--- src/rtl/trap_sel_pkg.sv ---
package trap_sel_pkg;

  localparam int CODE_W     = 9;
  localparam int PRIO_W     = 5;
  localparam int NUM_REQ    = 36;
  localparam int SEL_W      = $clog2(NUM_REQ);
  localparam int WIN_SPAN   = 32;
  localparam int WIN_IDX_W  = $clog2(WIN_SPAN);
  localparam int TRAP_NUM_W = 8;
  localparam int IRQ_LVL_W  = 4;
  localparam int REQ_TRAPINST = 34;
  localparam int REQ_IRQ      = 35;

  typedef enum logic [1:0] {
    CLS_FIXED,
    CLS_WINDOW,
    CLS_TRAPNUM,
    CLS_IRQ
  } trapCls_t;

  typedef struct packed {
    logic [CODE_W-1:0] code;
    logic [PRIO_W-1:0] prio;
    trapCls_t          cls;
  } trapEnt_t;

  // strobes from control to datapath
  typedef struct packed {
    logic              load;
    logic [SEL_W-1:0]  sel;
    logic [PRIO_W-1:0] prio;
  } selCtl_t;

  function automatic trapEnt_t mkEnt(input int code, input int prio, input trapCls_t cls);
    trapEnt_t e;
    e.code = CODE_W'(code);
    e.prio = PRIO_W'(prio);
    e.cls  = cls;
    return e;
  endfunction

  // base code, priority and class of every request bit; bit order is the tie order
  function automatic trapEnt_t trapEntry(input logic [SEL_W-1:0] sel);
    case (sel)
      6'd0:  return mkEnt('h001, 0, CLS_FIXED);
      6'd1:  return mkEnt('h002, 1, CLS_FIXED);
      6'd2:  return mkEnt('h003, 1, CLS_FIXED);
      6'd3:  return mkEnt('h004, 1, CLS_FIXED);
      6'd4:  return mkEnt('h005, 1, CLS_FIXED);
      6'd5:  return mkEnt('h009, 2, CLS_FIXED);
      6'd6:  return mkEnt('h040, 2, CLS_FIXED);
      6'd7:  return mkEnt('h00A, 3, CLS_FIXED);
      6'd8:  return mkEnt('h029, 4, CLS_FIXED);
      6'd9:  return mkEnt('h008, 5, CLS_FIXED);
      6'd10: return mkEnt('h011, 6, CLS_FIXED);
      6'd11: return mkEnt('h012, 6, CLS_FIXED);
      6'd12: return mkEnt('h013, 6, CLS_FIXED);
      6'd13: return mkEnt('h010, 7, CLS_FIXED);
      6'd14: return mkEnt('h020, 8, CLS_FIXED);
      6'd15: return mkEnt('h080, 9, CLS_WINDOW);
      6'd16: return mkEnt('h0A0, 9, CLS_WINDOW);
      6'd17: return mkEnt('h0C0, 9, CLS_WINDOW);
      6'd18: return mkEnt('h0E0, 9, CLS_WINDOW);
      6'd19: return mkEnt('h024, 10, CLS_FIXED);
      6'd20: return mkEnt('h034, 10, CLS_FIXED);
      6'd21: return mkEnt('h035, 10, CLS_FIXED);
      6'd22: return mkEnt('h036, 10, CLS_FIXED);
      6'd23: return mkEnt('h038, 10, CLS_FIXED);
      6'd24: return mkEnt('h039, 10, CLS_FIXED);
      6'd25: return mkEnt('h021, 11, CLS_FIXED);
      6'd26: return mkEnt('h022, 11, CLS_FIXED);
      6'd27: return mkEnt('h037, 11, CLS_FIXED);
      6'd28: return mkEnt('h030, 12, CLS_FIXED);
      6'd29: return mkEnt('h031, 12, CLS_FIXED);
      6'd30: return mkEnt('h032, 12, CLS_FIXED);
      6'd31: return mkEnt('h033, 12, CLS_FIXED);
      6'd32: return mkEnt('h023, 14, CLS_FIXED);
      6'd33: return mkEnt('h028, 15, CLS_FIXED);
      6'd34: return mkEnt('h100, 16, CLS_TRAPNUM);
      6'd35: return mkEnt('h041, 0, CLS_IRQ);
      default: return mkEnt(0, (1 << PRIO_W) - 1, CLS_FIXED);
    endcase
  endfunction

endpackage

--- src/rtl/trap_sel_ctrl.sv ---
module trap_sel_ctrl
  import trap_sel_pkg::*;
(
  input  logic                 clk,
  input  logic                 rst,
  input  logic [NUM_REQ-1:0]   reqVec,
  input  logic [PRIO_W-1:0]    irqPrio,
  output selCtl_t              strb
);

  logic [PRIO_W-1:0] prioArr [NUM_REQ];

  // priority of each request: table constant, or the runtime interrupt priority
  for (genvar i = 0; i < NUM_REQ; i++) begin : g_prio
    if (i == REQ_IRQ) begin : g_irq
      assign prioArr[i] = irqPrio;
    end else begin : g_fixed
      assign prioArr[i] = trapEntry(SEL_W'(i)).prio;
    end
  end

  // strict less-than keeps the earliest index on a tie
  always_comb begin
    logic              found;
    logic [PRIO_W-1:0] best;
    logic [SEL_W-1:0]  pick;
    found = 1'b0;
    best  = '1;
    pick  = '0;
    for (int i = 0; i < NUM_REQ; i++) begin
      if (reqVec[i] && (!found || prioArr[i] < best)) begin
        found = 1'b1;
        best  = prioArr[i];
        pick  = SEL_W'(i);
      end
    end
    strb.load = found;
    strb.sel  = pick;
    strb.prio = best;
  end

  AST_WINNER_PENDING: assert property (@(posedge clk) disable iff (rst)
    strb.load |-> reqVec[strb.sel]) else $error("winner not pending");

  AST_LOAD_IFF_REQ: assert property (@(posedge clk) disable iff (rst)
    (reqVec != '0) |-> strb.load) else $error("request dropped");

endmodule

--- src/rtl/trap_sel_dp.sv ---
module trap_sel_dp
  import trap_sel_pkg::*;
#(
  parameter int IRQ_LVL_MAX = 14
) (
  input  logic                   clk,
  input  logic                   rst,
  input  selCtl_t                strb,
  input  logic [WIN_IDX_W-1:0]   winIdx,
  input  logic [TRAP_NUM_W-1:0]  trapNum,
  input  logic [IRQ_LVL_W-1:0]   irqLvl,
  output logic                   trapValid,
  output logic [CODE_W-1:0]      trapCode,
  output logic [PRIO_W-1:0]      trapPrio
);

  localparam logic [IRQ_LVL_W-1:0] LVL_CAP = IRQ_LVL_W'(IRQ_LVL_MAX);

  trapEnt_t             ent;
  logic [IRQ_LVL_W-1:0] lvlClamped;
  logic [CODE_W-1:0]    offset;
  logic [CODE_W-1:0]    codeNext;

  assign ent        = trapEntry(strb.sel);
  assign lvlClamped = (irqLvl > LVL_CAP) ? LVL_CAP : irqLvl;

  // one adder after the table lookup, its operand picked by the class
  always_comb begin
    case (ent.cls)
      CLS_WINDOW:  offset = CODE_W'(winIdx);
      CLS_TRAPNUM: offset = CODE_W'(trapNum);
      CLS_IRQ:     offset = CODE_W'(lvlClamped);
      default:     offset = '0;
    endcase
    codeNext = ent.code + offset;
  end

  always_ff @(posedge clk) begin
    if (rst) begin
      trapValid <= 1'b0;
      trapCode  <= '0;
      trapPrio  <= '0;
    end else if (strb.load) begin
      trapValid <= 1'b1;
      trapCode  <= codeNext;
      trapPrio  <= strb.prio;
    end else begin
      trapValid <= 1'b0;
    end
  end

  AST_VALID_AFTER_LOAD: assert property (@(posedge clk) disable iff (rst)
    strb.load |=> trapValid) else $error("valid missing");

  AST_IDLE_NOT_VALID: assert property (@(posedge clk) disable iff (rst)
    !strb.load |=> !trapValid) else $error("spurious valid");

  AST_HOLD_IDLE: assert property (@(posedge clk) disable iff (rst)
    !strb.load |=> ($stable(trapCode) && $stable(trapPrio))) else $error("output moved");

  AST_CODE_NONZERO: assert property (@(posedge clk) disable iff (rst)
    trapValid |-> (trapCode != '0)) else $error("zero code");

  AST_TRAPINST_WINDOW: assert property (@(posedge clk) disable iff (rst)
    (strb.load && strb.sel == SEL_W'(REQ_TRAPINST)) |=> trapCode[CODE_W-1]) else $error("trap window");

  AST_IRQ_WINDOW: assert property (@(posedge clk) disable iff (rst)
    (strb.load && strb.sel == SEL_W'(REQ_IRQ)) |=> (trapCode >= 9'h041 && trapCode <= 9'h04F)) else $error("irq window");

endmodule

--- src/rtl/trap_sel_top.sv ---
module trap_sel_top
  import trap_sel_pkg::*;
#(
  parameter int IRQ_LVL_MAX = 14
) (
  input  logic                   clk,
  input  logic                   rst,
  input  logic [NUM_REQ-1:0]     reqVec,
  input  logic [WIN_IDX_W-1:0]   winIdx,
  input  logic [TRAP_NUM_W-1:0]  trapNum,
  input  logic [IRQ_LVL_W-1:0]   irqLvl,
  input  logic [PRIO_W-1:0]      irqPrio,
  output logic                   trapValid,
  output logic [CODE_W-1:0]      trapCode,
  output logic [PRIO_W-1:0]      trapPrio
);

  selCtl_t strb;

  trap_sel_ctrl i_ctrl (
    .clk     (clk),
    .rst     (rst),
    .reqVec  (reqVec),
    .irqPrio (irqPrio),
    .strb    (strb)
  );

  trap_sel_dp #(.IRQ_LVL_MAX(IRQ_LVL_MAX)) i_dp (
    .clk       (clk),
    .rst       (rst),
    .strb      (strb),
    .winIdx    (winIdx),
    .trapNum   (trapNum),
    .irqLvl    (irqLvl),
    .trapValid (trapValid),
    .trapCode  (trapCode),
    .trapPrio  (trapPrio)
  );

endmodule

--- config.mk ---
export PLATFORM = sky130hd
export DESIGN_NAME = trap_sel_top
export DESIGN_NICKNAME = d
export VERILOG_FILES = /design/src/rtl/trap_sel_pkg.sv /design/src/rtl/trap_sel_ctrl.sv /design/src/rtl/trap_sel_dp.sv /design/src/rtl/trap_sel_top.sv
export SDC_FILE = /design/constraint.sdc
export NUM_CORES = 1
export LEC_CHECK = 0
export ABC_AREA = 0
export BUFFER_PORTS_ARGS = -buffer_cell sky130_fd_sc_hd__buf_2
export CORE_MARGIN = 5
export CORE_UTILIZATION = 53
export DETAILED_ROUTE_END_ITERATION = 6
export GPL_TIMING_DRIVEN = 0
export MAX_ROUTING_LAYER = met4
export PLACE_DENSITY_LB_ADDON = 0.3
export SYNTH_ARGS = -nofsm -noshare
export SYNTH_HDL_FRONTEND = slang
export SYNTH_HIERARCHICAL = 1
export SYNTH_SLANG_ARGS = --single-unit
--- constraint.sdc ---
create_clock -name clk -period 7 [get_ports clk]
set_clock_uncertainty 0.2 [all_clocks]
set_input_delay 0.35 -clock clk [delete_from_list [all_inputs] [get_ports clk]]
set_output_delay 0.35 -clock clk [all_outputs]
set_load 0.005 [all_outputs]
==> impl_metrics.env <==
export IMPL_cts_buffers=3
export IMPL_dieArea_mm2=0.00605
export IMPL_vias=2842
export IMPL_setup_worst_path_start_class="input pin"
export IMPL_path_class="input pin to register"
export IMPL_synth_warning_count=6
export IMPL_r2r_start="i_dp/trapCode[5]"
export IMPL_worst_pin_slew_ps=642
export IMPL_cp_slowest_stage_delay_ps=530
export IMPL_htreeDepth=1
export IMPL_gp_congestion=0.987
export IMPL_antenna_found_initial=0
export IMPL_vias_per_cell=6.06
export IMPL_wire_per_inst_um=15.4
export IMPL_grt_pass1_wl_um=11600
export IMPL_drive_gt1_share_pct=31.7
export IMPL_cp_max_fo=7
export IMPL_rows=24
export IMPL_areaGrowthSynthToFinish_pct=26.3
export IMPL_yosys_cell_types_count=69
export IMPL_avgSynthCellArea_um2=7.47
export IMPL_max_vdd_ir_drop_uv=128
export IMPL_yosys_top_cells_count="nor2_1, a21oi_1, ha_1"
export IMPL_yosys_top_cells_area="dfxtp_1, ha_1, nor2_1"
export IMPL_numPortBuffers=74
export IMPL_grt_max_degree=11
export IMPL_place_area_mm2=0.00287
export IMPL_cp_end_kind="register"
export IMPL_worstPathArrival_ps=6650
export IMPL_setup_tns_ps=0
export IMPL_worstPathRequired_ps=6980
export IMPL_hold_end="i_dp/trapValid"
export IMPL_yosysSeqAreaShare_pct=12.3
export IMPL_rsz0062_at_grt="false"
export IMPL_syn_instance_count=326
export IMPL_setup_slack_ps=333
export IMPL_clockBufferDepth=2
export IMPL_pre_cts_ws_ps=-379
export IMPL_min_path_cells=2
export IMPL_setup_viol=0
export IMPL_drt_iter0_markers=189
export IMPL_dieWidth_um=77.8
export IMPL_grt_overflow=0
export IMPL_r2r_cells=3
export IMPL_final_hold_violation_count=0
export IMPL_hp_class="input pin to register"
export IMPL_nFillCells=385
export IMPL_clkTransAtPathRegs_ps=60
export IMPL_status="finished, final reports clean"
export IMPL_finalCriticalPeriod_ps=6670
export IMPL_relSlewSlack_pct=56.9
export IMPL_fin_util_pct=69.7
export IMPL_die_height_um=77.8
export IMPL_cts_sinks=15
export IMPL_fin_hold_ws_ps=114
export IMPL_syn_area_mm2=0.00244
export IMPL_reg2reg_slack_ps=5860
export IMPL_syn_nets=407
export IMPL_maxCapViolations=0
export IMPL_finalCritPeriodShare_pct=95.2
export IMPL_netlist_area_leader_share_pct=12.3
export IMPL_synth_most_common_cell="nor2_1"
export IMPL_critPathSlowestCell="or4_4"
export IMPL_antennaDiodeCount=0
export IMPL_track_usage_pct=22.8
export IMPL_fin_area_mm2=0.00308
export IMPL_drv_slew=0
export IMPL_ioPinCount=75
export IMPL_firstDrtPassIters=5
export IMPL_hold_path_startpoint="rst"
export IMPL_p_per_area_mw_per_mm2=95.5
export IMPL_grt_pass1_vias=2614
export IMPL_instances_no_fill=469
export IMPL_synth_largest_area_cell="dfxtp_1"
export IMPL_antenna_left=0
export IMPL_initial_core_util_pct=55.2
export IMPL_place_inst=452
export IMPL_drcViolationCount=0
export IMPL_cts_tree="done"
export IMPL_dp_hpwl_um=5710
export IMPL_async_flop_share_pct=0
export IMPL_wirelength_um=7200
export IMPL_synth_edf_count=0
export IMPL_ys_seq_elements=15
export IMPL_rr_endpoint="i_dp/trapCode[5]"
export IMPL_clock_fmax_ghz=0.150
export IMPL_core_mm2=0.00441
export IMPL_power_total_uw=294
export IMPL_clock_latency_ps=240
export IMPL_nets=499
export IMPL_root_buffer="clkbuf_8"
export IMPL_p_leak_nw=1.45
export IMPL_synthFlopType="dfxtp_1"
==> cell families after synthesis <==
logic type	share of synthesized area, %
DFF	12.3
and+or+nand+nor	31.5
muxes	10.7
xor gates and xnor gates	1.08
AOI/OAI and AO/OA	26.9
buffers and inverters	6.37
adders and majority gates	11.1
==> flip-flops by register name, summed over array words and instances (netlist names) <==
signal / count
i_dp/trapCode: 9
i_dp/trapPrio: 5
i_dp/trapValid: 1
==> timing repair <==
| action | CTS | global route |
|---|---|---|
| endpoints found under the setup margin | 1 | 4 |
| cloned | 0 | 0 |
| pin swaps | 0 | 6 |
| gates resized for setup | 3 | 16 |
| hold buffers | 0 | 0 |
| buffers inserted | 2 | 11 |
==> metal layers <==
layer  vias to the layer above  share of wire, %  global-route usage (%)
li1                       1417                 -                       -
met1                      1303                43                    28.0
met2                       114                51                    40.7
met3                         8               5.6                    2.31
met4                         0              0.82                    3.78
met5                         -                 0                       -
==> critical path, delay by kind of cell <==
kind	cells	cell delay (ps)
buffers and inverters	7	780
muxes	2	730
adders and majority gates	4	1010
AOI/OAI and AO/OA	8	1290
and+or+nand+nor	9	2500
==> where the power goes <==
part / leakage (nW) / switching [mW] / internal, mW
clock network: 0.0228 / 0.0284 / 0.0402
logic: 1.30 / 0.0707 / 0.0614
registers: 0.123 / 0.00245 / 0.0906
total: 1.45 / 0.102 / 0.192
==> layout by cell type, fill, tap and decap left out, types with 13 or more instances in the layout <==
cell type	count
nor2_1	48
buf_2	79
inv_1	17
o21ai_0	13
mux2i_1	17
dfxtp_1	15
ha_1	15
a21oi_1	21
buf_4	14
nand2_1	18
==> final cells by class <==
class	instances	area, um^2	area share [%]
Tap cell	52	65.1	2.11
Inverter	20	75.1	2.44
Timing Repair Buffer	87	468	15.2
Multi-Input combinational cell	278	2040	66.3
Clock buffer	4	45.0	1.46
Sequential cell	15	300	9.76
Buffer	13	82.6	2.68
==> how the worst max path moves through the flow <==
| stage | from | to | slack, ps | depth (start not counted) |
|---|---|---|---|---|
| CTS | reqVec[12] | i_dp/trapCode[6] | 100 | 28 |
| global placement | reqVec[12] | i_dp/trapCode[6] | -300 | 29 |
| finish | reqVec[4] | i_dp/trapCode[6] | 330 | 30 |
| detailed placement | reqVec[12] | i_dp/trapCode[6] | -380 | 29 |
| floorplan | reqVec[4] | i_dp/trapCode[6] | 560 | 29 |
| global route | reqVec[4] | i_dp/trapCode[6] | 30 | 31 |
Note: power is estimated with default switching activity, not from simulation.
